`src/rtl/atapi_seq_pkg.sv`:
```
package atapi_seq_pkg;

    localparam logic [7:0] ST_BSY  = 8'h80;
    localparam logic [7:0] ST_DRDY = 8'h40;
    localparam logic [7:0] ST_DRQ  = 8'h08;
    localparam logic [7:0] ST_ERR  = 8'h01;
    localparam logic [7:0] ERR_ABORTED = 8'h04;

    localparam logic [7:0] CMD_PACKET = 8'hA0;
    localparam logic [7:0] OPC_READ10 = 8'h28;

    localparam logic [2:0] OFS_ERRFEAT = 3'd1;
    localparam logic [2:0] OFS_SECCNT  = 3'd2;
    localparam logic [2:0] OFS_LBALO   = 3'd3;
    localparam logic [2:0] OFS_LBAMID  = 3'd4;
    localparam logic [2:0] OFS_LBAHI   = 3'd5;
    localparam logic [2:0] OFS_DEVSEL  = 3'd6;
    localparam logic [2:0] OFS_STATCMD = 3'd7;

    typedef enum logic [2:0] {
        PH_IDLE,
        PH_CMDBSY,
        PH_PKT,
        PH_DECODE,
        PH_FETCH,
        PH_XFER
    } phase_e;

endpackage

```
`src/rtl/pkt_collector.sv`:
```
module pkt_collector #(
    parameter int PKT_WORDS = 6
) (
    input  logic        clk,
    input  logic        rst_n,
    input  logic        clear,
    input  logic        wr,
    input  logic [15:0] wdata,
    output logic        last,
    output logic [7:0]  opcode,
    output logic [31:0] lba,
    output logic [15:0] blocks
);
    localparam int CNT_W = $clog2(PKT_WORDS + 1);

    typedef struct packed {
        logic [CNT_W-1:0] cnt;
        logic [7:0]       opc;
        logic [31:0]      lba;
        logic [15:0]      blk;
    } col_t;

    col_t q, d;

    always_comb begin
        d = q;
        if (clear) begin
            d.cnt = '0;
        end else if (wr && q.cnt < CNT_W'(PKT_WORDS)) begin
            d.cnt = q.cnt + CNT_W'(1);
            if (q.cnt == CNT_W'(0)) begin
                d.opc = wdata[7:0];
            end else if (q.cnt == CNT_W'(1)) begin
                d.lba[31:24] = wdata[7:0];
                d.lba[23:16] = wdata[15:8];
            end else if (q.cnt == CNT_W'(2)) begin
                d.lba[15:8] = wdata[7:0];
                d.lba[7:0]  = wdata[15:8];
            end else if (q.cnt == CNT_W'(3)) begin
                d.blk[15:8] = wdata[15:8];
            end else if (q.cnt == CNT_W'(4)) begin
                d.blk[7:0] = wdata[7:0];
            end
        end
    end

    always_ff @(posedge clk) begin
        if (!rst_n) q <= '0;
        else        q <= d;
    end

    assign last   = wr && (q.cnt == CNT_W'(PKT_WORDS - 1));
    assign opcode = q.opc;
    assign lba    = q.lba;
    assign blocks = q.blk;

    // the word counter never runs past the packet length
    a_r4_count_bounded: assert property (@(posedge clk) disable iff (!rst_n)
        q.cnt <= CNT_W'(PKT_WORDS))
        else $error("packet word counter overran");

endmodule

```
`src/rtl/burst_sizer.sv`:
```
module burst_sizer #(
    parameter int LIM_W = 15,
    parameter int REM_W = 27
) (
    input  logic [LIM_W-1:0] half_limit,
    input  logic [REM_W-1:0] remaining,
    output logic [LIM_W-1:0] words
);
    always_comb begin
        if (REM_W'(half_limit) < remaining) words = half_limit;
        else                                words = remaining[LIM_W-1:0];
    end
endmodule

```
`src/rtl/atapi_pio_seq.sv`:
```
module atapi_pio_seq
    import atapi_seq_pkg::*;
#(
    parameter int BSY_CYCLES  = 4,
    parameter int BLOCK_WORDS = 1024,
    parameter int PKT_WORDS   = 6
) (
    input  logic        clk,
    input  logic        rst_n,
    input  logic        reg_wr,
    input  logic        reg_rd,
    input  logic [2:0]  reg_addr,
    input  logic [7:0]  reg_wdata,
    output logic [7:0]  reg_rdata,
    input  logic        data_wr,
    input  logic        data_rd,
    input  logic [15:0] data_wdata,
    output logic [15:0] data_rdata,
    output logic        irq,
    output logic        media_start,
    output logic [31:0] media_lba,
    output logic [15:0] media_blocks,
    input  logic        media_valid,
    output logic        media_ready,
    input  logic [15:0] media_word
);
    localparam int BCL_W = 16;
    localparam int LIM_W = BCL_W - 1;
    localparam int BLK_W = 16;
    localparam int REM_W = BLK_W + $clog2(BLOCK_WORDS) + 1;
    localparam int BSY_W = $clog2(BSY_CYCLES + 1);

    typedef struct packed {
        phase_e           ph;
        logic [BSY_W-1:0] bsy_cnt;
        logic             feat_dma;
        logic [7:0]       err;
        logic [7:0]       seccnt;
        logic [7:0]       lba_lo;
        logic [7:0]       lba_mid;
        logic [7:0]       lba_hi;
        logic [7:0]       dev;
        logic             irq;
        logic [LIM_W-1:0] half_lim;
        logic [REM_W-1:0] rem;
        logic [LIM_W-1:0] burst_left;
        logic [15:0]      hold;
        logic             hold_ok;
    } ctl_t;

    ctl_t q, d;

    logic             pkt_clear;
    logic             pkt_wr;
    logic             pkt_last;
    logic [7:0]       pkt_opc;
    logic [31:0]      pkt_lba;
    logic [15:0]      pkt_blk;
    logic [LIM_W-1:0] sz_words;
    logic [7:0]       status_b;
    logic [BCL_W-1:0] host_limit;
    logic             cmd_write;
    logic             stat_read;

    assign pkt_wr     = data_wr && (q.ph == PH_PKT);
    assign host_limit = {q.lba_hi, q.lba_mid};
    assign cmd_write  = reg_wr && (reg_addr == OFS_STATCMD);
    assign stat_read  = reg_rd && (reg_addr == OFS_STATCMD);

    pkt_collector #(.PKT_WORDS(PKT_WORDS)) u_pkt (
        .clk    (clk),
        .rst_n  (rst_n),
        .clear  (pkt_clear),
        .wr     (pkt_wr),
        .wdata  (data_wdata),
        .last   (pkt_last),
        .opcode (pkt_opc),
        .lba    (pkt_lba),
        .blocks (pkt_blk)
    );

    burst_sizer #(.LIM_W(LIM_W), .REM_W(REM_W)) u_size (
        .half_limit (q.half_lim),
        .remaining  (q.rem),
        .words      (sz_words)
    );

    always_comb begin
        d         = q;
        pkt_clear = 1'b0;

        if (stat_read) d.irq = 1'b0;

        if (reg_wr) begin
            case (reg_addr)
                OFS_ERRFEAT: d.feat_dma = reg_wdata[0];
                OFS_SECCNT:  d.seccnt   = reg_wdata;
                OFS_LBALO:   d.lba_lo   = reg_wdata;
                OFS_LBAMID:  d.lba_mid  = reg_wdata;
                OFS_LBAHI:   d.lba_hi   = reg_wdata;
                OFS_DEVSEL:  d.dev      = reg_wdata;
                default: ;
            endcase
        end

        case (q.ph)
            PH_IDLE: begin
                if (cmd_write) begin
                    d.err = 8'h00;
                    if (reg_wdata != CMD_PACKET || q.feat_dma ||
                        host_limit[BCL_W-1:1] == '0) begin
                        d.err = ERR_ABORTED;
                        d.irq = 1'b1;
                    end else begin
                        d.ph       = PH_CMDBSY;
                        d.bsy_cnt  = '0;
                        d.half_lim = host_limit[BCL_W-1:1];
                        pkt_clear  = 1'b1;
                    end
                end
            end
            PH_CMDBSY: begin
                if (q.bsy_cnt == BSY_W'(BSY_CYCLES - 1)) d.ph = PH_PKT;
                else d.bsy_cnt = q.bsy_cnt + BSY_W'(1);
            end
            PH_PKT: begin
                if (pkt_last) d.ph = PH_DECODE;
            end
            PH_DECODE: begin
                if (pkt_opc != OPC_READ10) begin
                    d.err = ERR_ABORTED;
                    d.irq = 1'b1;
                    d.ph  = PH_IDLE;
                end else if (pkt_blk == '0) begin
                    d.irq = 1'b1;
                    d.ph  = PH_IDLE;
                end else begin
                    d.rem     = REM_W'(pkt_blk) * REM_W'(BLOCK_WORDS);
                    d.hold_ok = 1'b0;
                    d.ph      = PH_FETCH;
                end
            end
            PH_FETCH: begin
                if (media_valid) begin
                    d.hold       = media_word;
                    d.hold_ok    = 1'b1;
                    d.burst_left = sz_words;
                    {d.lba_hi, d.lba_mid} = {sz_words, 1'b0};
                    d.irq        = 1'b1;
                    d.ph         = PH_XFER;
                end
            end
            PH_XFER: begin
                if (!q.hold_ok && media_valid) begin
                    d.hold    = media_word;
                    d.hold_ok = 1'b1;
                end
                if (data_rd && q.hold_ok) begin
                    d.rem        = q.rem - REM_W'(1);
                    d.burst_left = q.burst_left - LIM_W'(1);
                    d.hold_ok    = 1'b0;
                    if (q.burst_left == LIM_W'(1)) begin
                        if (q.rem == REM_W'(1)) begin
                            d.irq = 1'b1;
                            d.ph  = PH_IDLE;
                        end else begin
                            d.ph = PH_FETCH;
                        end
                    end
                end
            end
            default: d.ph = PH_IDLE;
        endcase
    end

    always_ff @(posedge clk) begin
        if (!rst_n) q <= '0;
        else        q <= d;
    end

    always_comb begin
        case (q.ph)
            PH_IDLE:        status_b = ST_DRDY | ((q.err != 8'h00) ? ST_ERR : 8'h00);
            PH_PKT, PH_XFER: status_b = ST_DRQ | ST_DRDY;
            default:        status_b = ST_BSY | ST_DRDY;
        endcase
    end

    always_comb begin
        case (reg_addr)
            OFS_ERRFEAT: reg_rdata = q.err;
            OFS_SECCNT:  reg_rdata = q.seccnt;
            OFS_LBALO:   reg_rdata = q.lba_lo;
            OFS_LBAMID:  reg_rdata = q.lba_mid;
            OFS_LBAHI:   reg_rdata = q.lba_hi;
            OFS_DEVSEL:  reg_rdata = q.dev;
            OFS_STATCMD: reg_rdata = status_b;
            default:     reg_rdata = 8'h00;
        endcase
    end

    assign data_rdata   = (q.ph == PH_XFER) ? q.hold : 16'h0000;
    assign irq          = q.irq;
    assign media_ready  = (q.ph == PH_FETCH) || (q.ph == PH_XFER && !q.hold_ok);
    assign media_start  = (q.ph == PH_DECODE) && (pkt_opc == OPC_READ10) && (pkt_blk != '0);
    assign media_lba    = pkt_lba;
    assign media_blocks = pkt_blk;

    // a status read during a burst leaves the interrupt low
    a_r7_status_read_clears: assert property (@(posedge clk) disable iff (!rst_n)
        (stat_read && q.ph == PH_XFER && !data_rd) |=> !irq)
        else $error("status read did not clear interrupt");

    // a starved burst start stays in the fetch phase
    a_r9_hold_while_starved: assert property (@(posedge clk) disable iff (!rst_n)
        (q.ph == PH_FETCH && !media_valid) |=> (q.ph == PH_FETCH))
        else $error("burst started without media word");

    // a burst never exceeds the even limit or the words left
    a_r5_burst_bounded: assert property (@(posedge clk) disable iff (!rst_n)
        (q.ph == PH_XFER) |-> (q.burst_left != '0 && q.burst_left <= q.half_lim &&
                               REM_W'(q.burst_left) <= q.rem))
        else $error("burst size out of bounds");

    // ERR in status always comes with the abort code
    a_r11_err_has_abort: assert property (@(posedge clk) disable iff (!rst_n)
        status_b[0] |-> (q.err == ERR_ABORTED))
        else $error("ERR without abort code");

    // a media start is followed by the fetch phase
    a_r4_start_then_fetch: assert property (@(posedge clk) disable iff (!rst_n)
        media_start |=> (q.ph == PH_FETCH))
        else $error("media start without fetch");

    // consuming the final word ends the command with an interrupt
    a_r8_final_word_irq: assert property (@(posedge clk) disable iff (!rst_n)
        (q.ph == PH_XFER && data_rd && q.hold_ok && q.rem == REM_W'(1))
        |=> (irq && q.ph == PH_IDLE))
        else $error("no completion interrupt");

    // BSY and DRQ are never shown together
    a_r3_bsy_drq_exclusive: assert property (@(posedge clk) disable iff (!rst_n)
        !(status_b[7] && status_b[3]))
        else $error("BSY with DRQ");

endmodule

```
`config.mk`:
```
export PLATFORM = sky130hd
export DESIGN_NAME = atapi_pio_seq
export DESIGN_NICKNAME = d
export VERILOG_FILES = /design/src/rtl/atapi_seq_pkg.sv /design/src/rtl/pkt_collector.sv /design/src/rtl/burst_sizer.sv /design/src/rtl/atapi_pio_seq.sv
export SDC_FILE = /design/constraint.sdc
export NUM_CORES = 1
export LEC_CHECK = 0
export ABC_AREA = 0
export BUFFER_PORTS_ARGS = -buffer_cell sky130_fd_sc_hd__buf_2
export CAP_MARGIN = 20
export CORE_ASPECT_RATIO = 1.1
export CORE_MARGIN = 8
export CORE_UTILIZATION = 45
export DETAILED_ROUTE_END_ITERATION = 6
export HOLD_SLACK_MARGIN = 0.06
export PLACE_DENSITY = 0.67
export SYNTH_ARGS = -nofsm -noshare
export SYNTH_HDL_FRONTEND = slang
export SYNTH_SLANG_ARGS = --single-unit
```
`constraint.sdc`:
```
create_clock -name clk -period 2.35 [get_ports clk]
set_input_delay 0.3525 -clock clk [delete_from_list [all_inputs] [get_ports clk]]
set_output_delay 0.3525 -clock clk [all_outputs]
set_load 0.02 [all_outputs]
```
-- Word level (Yosys, flattened, before mapping)
Cells that the tools add are included.
- flip-flop bits (word level): 189
- word-level logic and storage cells: 167
- input port bits: 50
- bitwise logic cells: 7
- reductions and logical operators: 44
- multiplexer cells: 53
- $lt $le $gt $ge: 2
- equal/unequal tests: 36
- $add $sub $neg: 4
- operators with widths (operator ; number):
    $mux 16 ; 4
    $pmux 31 s2 ; 1
    $pmux 8 s7 ; 1
    $mux 27 ; 2
    $pmux 27 s2 ; 1
    $mux 42 ; 1
    $mux 8 ; 5
    $mux 32 ; 1
    $pmux 8 s2 ; 2
    $mux 15 ; 2
    $mux 3 ; 10
    $eq 27x1->1 const B ; 1
    $lt 15x27->1 ; 1
    $sub 27x1->27 const B ; 1
    $eq 3x3->1 const B ; 8
    $mux 24 ; 1
    $ne 2x2->1 const B ; 12
    $eq 3x2->1 const B ; 7
    $pmux 3 s6 ; 1
    $mux 17 ; 1
    $logic_not 16->1 ; 1
    $reduce_bool 16->1 ; 1
    $eq 15x1->1 const B ; 1
    $logic_not 15->1 ; 1
    28 further kinds ; 79

-- Longest topological paths before layout
Gate-level depths: netlist of the first run.
- depth after elaboration: 8
- gate-level depth with buffers: 11

-- By module
A second synthesis of the first run with hierarchy kept.
- cell total of the unflattened synthesis: 1220
- area total of the unflattened synthesis: 10042.1 µm²
- modules (own cells, without submodules) (module ; area each (µm²) ; cells each ; instances):
    atapi_pio_seq ; 6449.9 ; 819 ; 1
    pkt_collector ; 2946.6 ; 332 ; 1
    burst_sizer ; 645.6 ; 69 ; 1

-- Worst setup path before layout of the first run
Ideal clock, no wire load.
- kind: register to register
- start point: register q[39] in the netlist's numbering
- end point: register q (netlist bit host_limit[14])
- buffers on the path: 3
- slack: -232 ps
- arrival: 2453 ps
- setup time: 128 ps
- clock period less this slack: 2582 ps
- cell stages (with the launch flop): 11
- cell sequence: dfxtp_1 > clkbuf_1 > inv_1 > ha_1 > and3_1 > a2111oi_0 > a31o_2 > buf_6 > buf_4 > mux2i_1 > a21oi_1
- cells in the longest elaborated chain, start to end: 4
- ends and longest elaborated chain (element ; RTL line ; text):
    from (decl) ; atapi_pio_seq.sv:51 ; ctl_t q, d;
    from (signal assigned) ; atapi_pio_seq.sv:177 ; if (!rst_n) q <= '0;
    from (signal assigned) ; atapi_pio_seq.sv:178 ; else q <= d;
    $lt 15x27->1 ; burst_sizer.sv:10 ; if (REM_W'(half_limit) < remaining) words = half_limit;
    $mux 15 ; burst_sizer.sv:10 ;
    $mux 16 ; atapi_pio_seq.sv:144 ; if (media_valid) begin
    $mux 16 ; atapi_pio_seq.sv:106 ; case (q.ph)
Every way passes these cells.
A chain may end at the register's enable or synchronous reset.

-- Worst setup path after layout of the first run
- start point: register u_pkt.q (netlist bit u_pkt.blocks[5])
- end point: output port media_start
- cells in the longest elaborated chain, start to end: 2
- ends and longest elaborated chain (element ; RTL line ; text):
    from (decl) ; pkt_collector.sv:23 ; col_t q, d;
    from (signal assigned) ; pkt_collector.sv:48 ; if (!rst_n) q <= '0;
    from (signal assigned) ; pkt_collector.sv:49 ; else q <= d;
    $reduce_bool 16->1 ; atapi_pio_seq.sv:205 ; assign media_start = (q.ph == PH_DECODE) && (pkt_opc == OPC_READ10) && (pkt_blk != '0);
    $logic_and 1x1->1 ; atapi_pio_seq.sv:205 ;
    to (decl) ; atapi_pio_seq.sv:20 ; output logic media_start,
Every way passes these cells.

==> flow_metrics.py, run 1 <==
metrics = {
    "outcome": {
        "status": "complete, no violations",
    },
    "synth": {
        "synth-edff-count": 0,
        "yosys-top-cells-count": "nand2_1 (202), dfxtp_1 (182), a21boi_0 (82), clkbuf_1 (69), a21oi_1 (63)",
        "synth_cells": 1210,
        "yosys_warnings": 0,
        "syn_area_per_cell_sq_um": 8.136,
        "synth.net_count": 1285,
        "ys.flop_type": "dfxtp_1",
        "synth.most_common_cell": "nand2_1",
        "async_flop_share_pct": 0,
        "synth_top_area_share_pct": 37.01,
        "synthTopCellsByArea": "dfxtp_1 (37%), nand2_1 (7.7%), a21boi_0 (6.3%)",
        "synth_cell_types": 68,
        "ys_seq_area_share_pct": 37.01,
        "yosys.area.top_type": "dfxtp_1",
        "synth-seq-cells": 182,
        "syn-cell-area_sq_um": 9844,
    },
    "layout": {
        "syn2layout_area_growth_pct": 18.95,
        "final_area_sq_um": 11710,
        "layout-drive-gt1-share_pct": 24.01,
        "n_fill_cell": 1975,
        "stdcell_count": 1627,
        "nNetsFinal": 1399,
        "antennaDiodeCount": 0,
    },
    "setup_path": {
        "critPathBufInv": 3,
        "cp-startpoint": "u_pkt.blocks[5]$_SDFFE_PN0P_",
        "cp_cell_sequence": "nor4_4, nand4_1, nand3_2, inv_2, buf_4, buf_2",
        "critPathMaxFanout": 4,
        "timing.rr.start": "q[35]$_SDFFE_PN0P_",
        "path_depth": 6,
        "ff2ff_path_depth": 7,
        "critPathArrivalTime_ns": 1.97,
        "start_kind": "flop",
        "max_stage_delay_ns": 0.36,
        "endpoint_kind": "output pin",
        "cp_top_family": "simple AND/OR/NAND/NOR gates",
        "crit_path_top_delay_cell": "dfxtp_2",
        "worst-endpoint-required_ns": 2.00,
        "critPathKind": "flop to output pin",
    },
    "min_path": {
        "min-delay-start": "media_word[13]",
        "whs_path_depth": 3,
        "hp-class": "input pin to flop",
    },
    "sta": {
        "relSlewSlack_pct": 57.26,
        "drv_slew": 0,
        "fin_skew_ns": 0.01316,
        "final-setup-viol-count": 0,
        "period_minus_slack_ns": 2.320,
        "fmax_ghz": 0.4310,
        "hold_viol_final": 0,
        "worst_slack_ns": 0.02959,
        "max_slew.worst_pin.slew_ns": 0.6368,
        "finalCritPeriodShare_pct": 98.74,
    },
    "floorplanning": {
        "die_height_microns": 171.1,
        "fp.coreArea_sq_um": 21370,
        "die_x_microns": 157.0,
        "start_util_pct": 46.07,
        "die_area_sq_um": 26870,
        "rows": 56,
        "pin_count": 125,
    },
    "job": {
        "maxCapViolCount": 0,
    },
    "placed_design": {
        "pre_cts_ws_ns": -0.1710,
        "dp_hpwl_microns": 20420,
        "place_area_sq_um": 10870,
        "io_buffer_count": 124,
        "routabilityCongestion": 0.9119,
        "placed_cells": 1586,
    },
    "pwr": {
        "powerDensity_nw_per_um2": 551.0,
        "max-vdd-ir-drop_mv": 0.4763,
        "leakagePower_uw": 0.004906,
    },
    "global_route": {
        "first_global_vias": 8981,
        "grt_pass1_wl_microns": 47150,
        "antenna_found_initial": 0,
        "grt_overflow_total": 0,
        "grt_max_degree": 70,
        "grt_usage_pct": 21.75,
    },
    "detailed_routing": {
        "via_count": 9211,
        "ant_nets": 0,
        "drt_wl_total_microns": 29320,
        "first_pass_iters": 5,
        "routedWlPerCell_microns": 18.02,
        "drc": 0,
        "via_per_inst": 5.661,
        "initialDrtViolationCount": 757,
    },
    "clocking": {
        "cts_hold_buf": 0,
        "clk_latency_ns": 0.44,
        "cts_max_level": 4,
        "clkTransAtPathRegs_ns": 0.07,
        "cts_buffers": 17,
        "root_buffer": "clkbuf_16",
        "cts.sinks": 182,
        "clockBufferDepth": 2,
        "cts_tree": "done",
    },
}
==> layout by cell type, fill, tap and decap left out, drive strengths merged, types with 6 or more instances in the layout <==
master  instances
a21boi         83
a21oi          63
a22o           10
a31oi          12
and3           24
buf           219
clkbuf         18
dfxtp         182
ha             25
inv            40
mux2           21
mux2i          53
nand2         202
nand3          49
nand4          13
nor2           54
nor2b          46
nor3           22
nor4           17
o211ai         16
o21a            6
o21ai          57
or4             8
xnor2          10
==> kinds of logic after synthesis <==
| family | share of synthesized area, % |
|---|---|
| AO/OA/AOI/OAI | 19.81 |
| XOR/XNOR | 0.8896 |
| adder cells (fa/ha/maj) | 3.177 |
| buffers and inverters | 8.071 |
| flip-flops | 37.01 |
| multiplexers | 7.791 |
| AND/OR/NAND/NOR | 23.25 |
==> final timing paths <==
check | end | slack, ns
setup / recovery | media_start | 0.03
hold / removal | q[14]$_SDFFE_PN0P_ | 0.16
setup reg to reg | q[50]$_SDFFE_PN0P_ | 0.09
hold reg to reg | q[4]$_SDFFE_PN0P_ | 0.46
==> power by group <==
group / switching, uW / total (uW) / internal (uW)
logic: 253 / 425 / 172
registers: 33.6 / 3150 / 3110
clock network: 1370 / 2880 / 1510
total: 1660 / 6450 / 4800
==> worst reg2reg max path, cell delays in order (launching register included) <==
cell	delay [ns]
dfxtp_1	0.34
or4_4	0.59
or4_4	0.55
nor3_2	0.13
buf_4	0.15
buf_12	0.11
a41oi_1	0.12
o21a_1	0.19
==> repair_timing <==
item	4_1_cts	5_1_grt
hold endpoints to repair	0	0
gates resized for setup	10	37
pin swaps	3	21
cloned	1	0
setup buffers	1	7
setup endpoints to repair	27	38
==> per-stage QoR <==
step / TNS, ns / util [%] / hold slack, ns / total power [uW]
2_1_floorplan: 0 / - / 0.4354 / 3456
3_3_place_gp: -0.8290 / 50.87 / 0.4413 / 3628
3_5_place_dp: -2.326 / 50.87 / 0.4512 / 3632
4_1_cts: -0.01620 / 53.93 / 0.1483 / 6476
5_1_grt: -0.02806 / 54.80 / 0.1503 / 6653
6_report: 0 / 54.80 / 0.1606 / 6452
==> area by class of cell <==
class,count,area (sq um),area share [%]
multi-input cells,871,5568,47.55
flip-flops and latches,182,3664,31.29
inverters,33,123.9,1.058
clock inverters,14,156.4,1.336
clock buffers,18,429.2,3.665
well taps,290,362.8,3.099
repair buffers,219,1406,12.01
==> flip-flops by register name (all words and copies together) (netlist names) <==
name	cells
q	106
irq	1
u_pkt.q	3
host_limit	16
u_pkt.blocks	16
u_pkt.lba	32
u_pkt.opcode	8
==> per-layer routing <==
metal	wire length (microns)	GRT usage [%]	vias to the layer above	part of all wire, %
met1	12740	27.41	4382	43
met4	796	8.534	0	2.7
met3	1713	4.441	66	5.8
met2	14070	35.91	314	48
met5	0	0	-	0
li1	-	-	4449	-
(Power assumes the default switching activity.)
==> inputs of run 2 (changes only) <==
--- a/config.mk
+++ b/config.mk
@@ -8,12 +8,15 @@
 export ABC_AREA = 0
 export BUFFER_PORTS_ARGS = -buffer_cell sky130_fd_sc_hd__buf_2
 export CAP_MARGIN = 20
+export CELL_PAD_IN_SITES_DETAIL_PLACEMENT = 0
+export CELL_PAD_IN_SITES_GLOBAL_PLACEMENT = 1
 export CORE_ASPECT_RATIO = 1.1
 export CORE_MARGIN = 8
-export CORE_UTILIZATION = 45
+export CORE_UTILIZATION = 40
 export DETAILED_ROUTE_END_ITERATION = 6
 export HOLD_SLACK_MARGIN = 0.06
-export PLACE_DENSITY = 0.67
+export PLACE_DENSITY_LB_ADDON = 0.1
 export SYNTH_ARGS = -nofsm -noshare
 export SYNTH_HDL_FRONTEND = slang
+export SYNTH_HIERARCHICAL = 1
 export SYNTH_SLANG_ARGS = --single-unit
==> run 2 against run 1 <==
The run now ends with setup timing left. Clock skew grew 0.0017 ns. Sequential power shrank 1%. Flip-flop and latch count is the same. Area after synthesis grew 2.0%. Sequential share of layout area shrank 2.3 points. Critical endpoint is now q[29]$_SDFFE_PN0P_.
==> flow_metrics.py, run 2 <==
metrics = {
    "pwr": {
        "leakagePower_uw": 0.005118,
        "switching_share_pct": 25.85,
        "powerDensity_nw_per_um2": 497.7,
        "p_int_uw": 4648,
        "p_switching_uw": 1621,
        "p_comb_share_pct": 5.6,
        "p_clk_share_pct": 44.9,
        "max-vdd-ir-drop_mv": 0.4249,
        "p_seq_share_pct": 49.6,
    },
    "setup_path": {
        "reg2reg_to": "q[29]$_SDFFE_PN0P_",
        "endpoint_kind": "flop",
        "worst-endpoint-required_ns": 2.64,
        "timing.rr.start": "q[58]$_SDFFE_PN0P_",
        "ff2ff_path_depth": 11,
        "critPathMaxFanout": 6,
        "start_kind": "flop",
        "critPathArrivalTime_ns": 2.87,
        "r2r_setup_slack_ns": -0.23,
        "critPathKind": "flop to flop",
    },
    "synth": {
        "synth_cell_types": 87,
        "ys.flop_type": "dfxtp_1",
        "syn-cell-area_sq_um": 10040,
        "yosys-top-cells-count": "dfxtp_1 (182), nand2_1 (155), a21oi_1 (92), o21ai_0 (78), nor2_1 (73)",
        "ys_seq_area_share_pct": 36.28,
        "synth.most_common_cell": "dfxtp_1",
        "synth-seq-cells": 182,
        "async_flop_share_pct": 0,
        "synth_top_area_share_pct": 36.28,
        "synthTopCellsByArea": "dfxtp_1 (36%), nand2_1 (5.8%), mux2i_1 (5.4%)",
        "synth-edff-count": 0,
        "yosys_warnings": 6,
        "syn_area_per_cell_sq_um": 8.231,
        "synth.net_count": 1295,
        "synth_cells": 1220,
        "yosys.area.top_type": "dfxtp_1",
    },
    "sta": {
        "period_minus_slack_ns": 2.575,
        "worst_slack_ns": -0.2251,
        "drv_slew": 0,
        "final-setup-viol-count": 76,
        "finalCritPeriodShare_pct": 109.6,
        "max_slew.worst_pin.slew_ns": 0.6457,
        "hold_viol_final": 0,
        "setup_tns_ns": -11.70,
        "fin_skew_ns": 0.01489,
        "rsz0062_at_grt": "yes",
        "relSlewSlack_pct": 56.95,
        "fmax_ghz": 0.3883,
        "fin_hold_ws_ns": 0.1474,
    },
    "floorplanning": {
        "die_height_microns": 182.2,
        "rows": 61,
        "start_util_pct": 40.24,
        "pin_count": 125,
        "die_x_microns": 167.1,
        "fp.coreArea_sq_um": 24960,
        "die_area_sq_um": 30440,
    },
    "global_route": {
        "grt_overflow_total": 0,
        "first_global_vias": 9217,
        "grt_max_degree": 108,
        "antenna_found_initial": 1,
        "grt_pass1_wl_microns": 51640,
        "grt_usage_pct": 21.07,
    },
    "job": {
        "maxCapViolCount": 0,
    },
    "outcome": {
        "status": "finished with violations",
        "violations": "setup timing",
    },
    "clocking": {
        "cts_buffers": 17,
        "cts_max_level": 4,
        "cts_tree": "done",
        "clockBufferDepth": 2,
        "cts_hold_buf": 0,
        "clk_latency_ns": 0.44,
        "cts.sinks": 182,
        "clkTransAtPathRegs_ns": 0.08,
        "root_buffer": "clkbuf_16",
    },
    "detailed_routing": {
        "via_per_inst": 5.567,
        "drc": 0,
        "initialDrtViolationCount": 682,
        "via_count": 9459,
        "routedWlPerCell_microns": 19.75,
        "first_pass_iters": 6,
        "drt_wl_total_microns": 33550,
        "ant_nets": 0,
    },
    "layout": {
        "nNetsFinal": 1446,
        "stdcell_count": 1699,
        "final_common_cell": "dfxtp_1",
        "final_area_sq_um": 12590,
        "syn2layout_area_growth_pct": 25.42,
        "final_cell_mix": "dfxtp_1 (176), nand2_1 (153), buf_2 (123)",
        "top_register": "q",
        "antennaDiodeCount": 0,
        "post-route-util_pct": 50.46,
        "largest_register_ffs": 106,
        "layout-drive-gt1-share_pct": 30.49,
    },
    "placed_design": {
        "placed_cells": 1645,
        "dp_hpwl_microns": 23410,
        "place_area_sq_um": 11360,
        "routabilityCongestion": 0.8027,
        "io_buffer_count": 124,
    },
    "min_path": {
        "min-delay-start": "media_word[9]",
        "min_to": "q[10]$_SDFFE_PN0P_",
        "hp-class": "input pin to flop",
        "whs_path_depth": 3,
    },
}
-- run 2: changes by cell type after synthesis, moves of 11 or more --
cell,previous run,this run
nand2_1,202,155
a21boi_0,82,36
a21oi_1,63,92
nor2b_1,46,17
o21ai_0,55,78
and3_1,24,2
nor2_1,53,73
mux2_2,21,4
a211oi_1,3,19
and2_1,5,21
clkbuf_1,69,55
a21o_1,5,17
o211ai_1,16,4
buf_2,2,13
-- run 2: what timing repair did --
item	CTS	global route
gates cloned	0	6
pin swaps	17	33
gates resized for setup	53	107
endpoints found under the setup margin	72	105
setup buffers	1	15
-- run 2: layout make-up --
cell class | count | area, sq um
clock buffers | 19 | 442.9
well taps | 315 | 394.1
repair buffers | 264 | 1897
inverters | 33 | 128.9
flip-flops and latches | 182 | 3651
clock inverters | 13 | 111.4
multi-input cells | 873 | 5969
fillers | 2469 | 12360
-- run 2: power groups by stage --
stage	combinational (uW)	clock, uW	sequential, uW
after floorplan	154	0	3180
after global placement	342	0	3180
after detailed placement	340	0	3180
after CTS	343	2870	3110
after global routing	373	2990	3110
final	348	2810	3110
-- run 2: cell families after synthesis --
| kind of cell | synth area share [%] |
|---|---|
| XOR/XNOR | 0.1745 |
| AND/OR/NAND/NOR | 23.08 |
| buffers and inverters | 8.771 |
| adder cells (fa/ha/maj) | 3.115 |
| flip-flops | 36.28 |
| multiplexers | 8.111 |
| AO/OA/AOI/OAI | 20.47 |
-- run 2: per-layer routing --
metal | wire, microns | GRT usage (%) | part of all wire [%] | vias to the layer above
met5 | 13 | 0 | 0.039 | -
met4 | 642 | 6.203 | 1.9 | 2
met2 | 16780 | 37.39 | 50 | 233
li1 | - | - | - | 4640
met3 | 1496 | 3.695 | 4.5 | 38
met1 | 14620 | 25.63 | 44 | 4546
-- run 2: stage by stage --
stage | setup WS, ns | power [uW]
final | -0.2251 | 6269
after global routing | -0.3816 | 6471
after CTS | -0.1991 | 6316
after detailed placement | -0.3363 | 3520
after global placement | -0.3058 | 3521
after floorplan | -0.1401 | 3332
-- run 2: how the worst max path moves through the flow --
stage / startpoint / slack (ns) / end
6_report: q[58]$_SDFFE_PN0P_ / -0.23 / q[29]$_SDFFE_PN0P_
4_1_cts: q[38]$_SDFFE_PN0P_ / -0.20 / q[24]$_SDFFE_PN0P_
5_1_grt: q[58]$_SDFFE_PN0P_ / -0.38 / q[19]$_SDFFE_PN0P_
3_5_place_dp: q[54]$_SDFFE_PN0P_ / -0.34 / q[28]$_SDFFE_PN0P_
2_1_floorplan: q[54]$_SDFFE_PN0P_ / -0.14 / q[24]$_SDFFE_PN0P_
3_3_place_gp: q[54]$_SDFFE_PN0P_ / -0.31 / q[17]$_SDFFE_PN0P_
-- run 2: critical path, stage by stage (launching register included) --
cell and delay (ns):
dfxtp_2 0.32, or4_4 0.55, nor4_4 0.30, nand4_1 0.18, o211ai_4 0.24, buf_12 0.15, buf_6 0.15, mux2_4 0.31
nand2_1 0.06, o41ai_1 0.06, nand2_1 0.06, a21oi_1 0.06
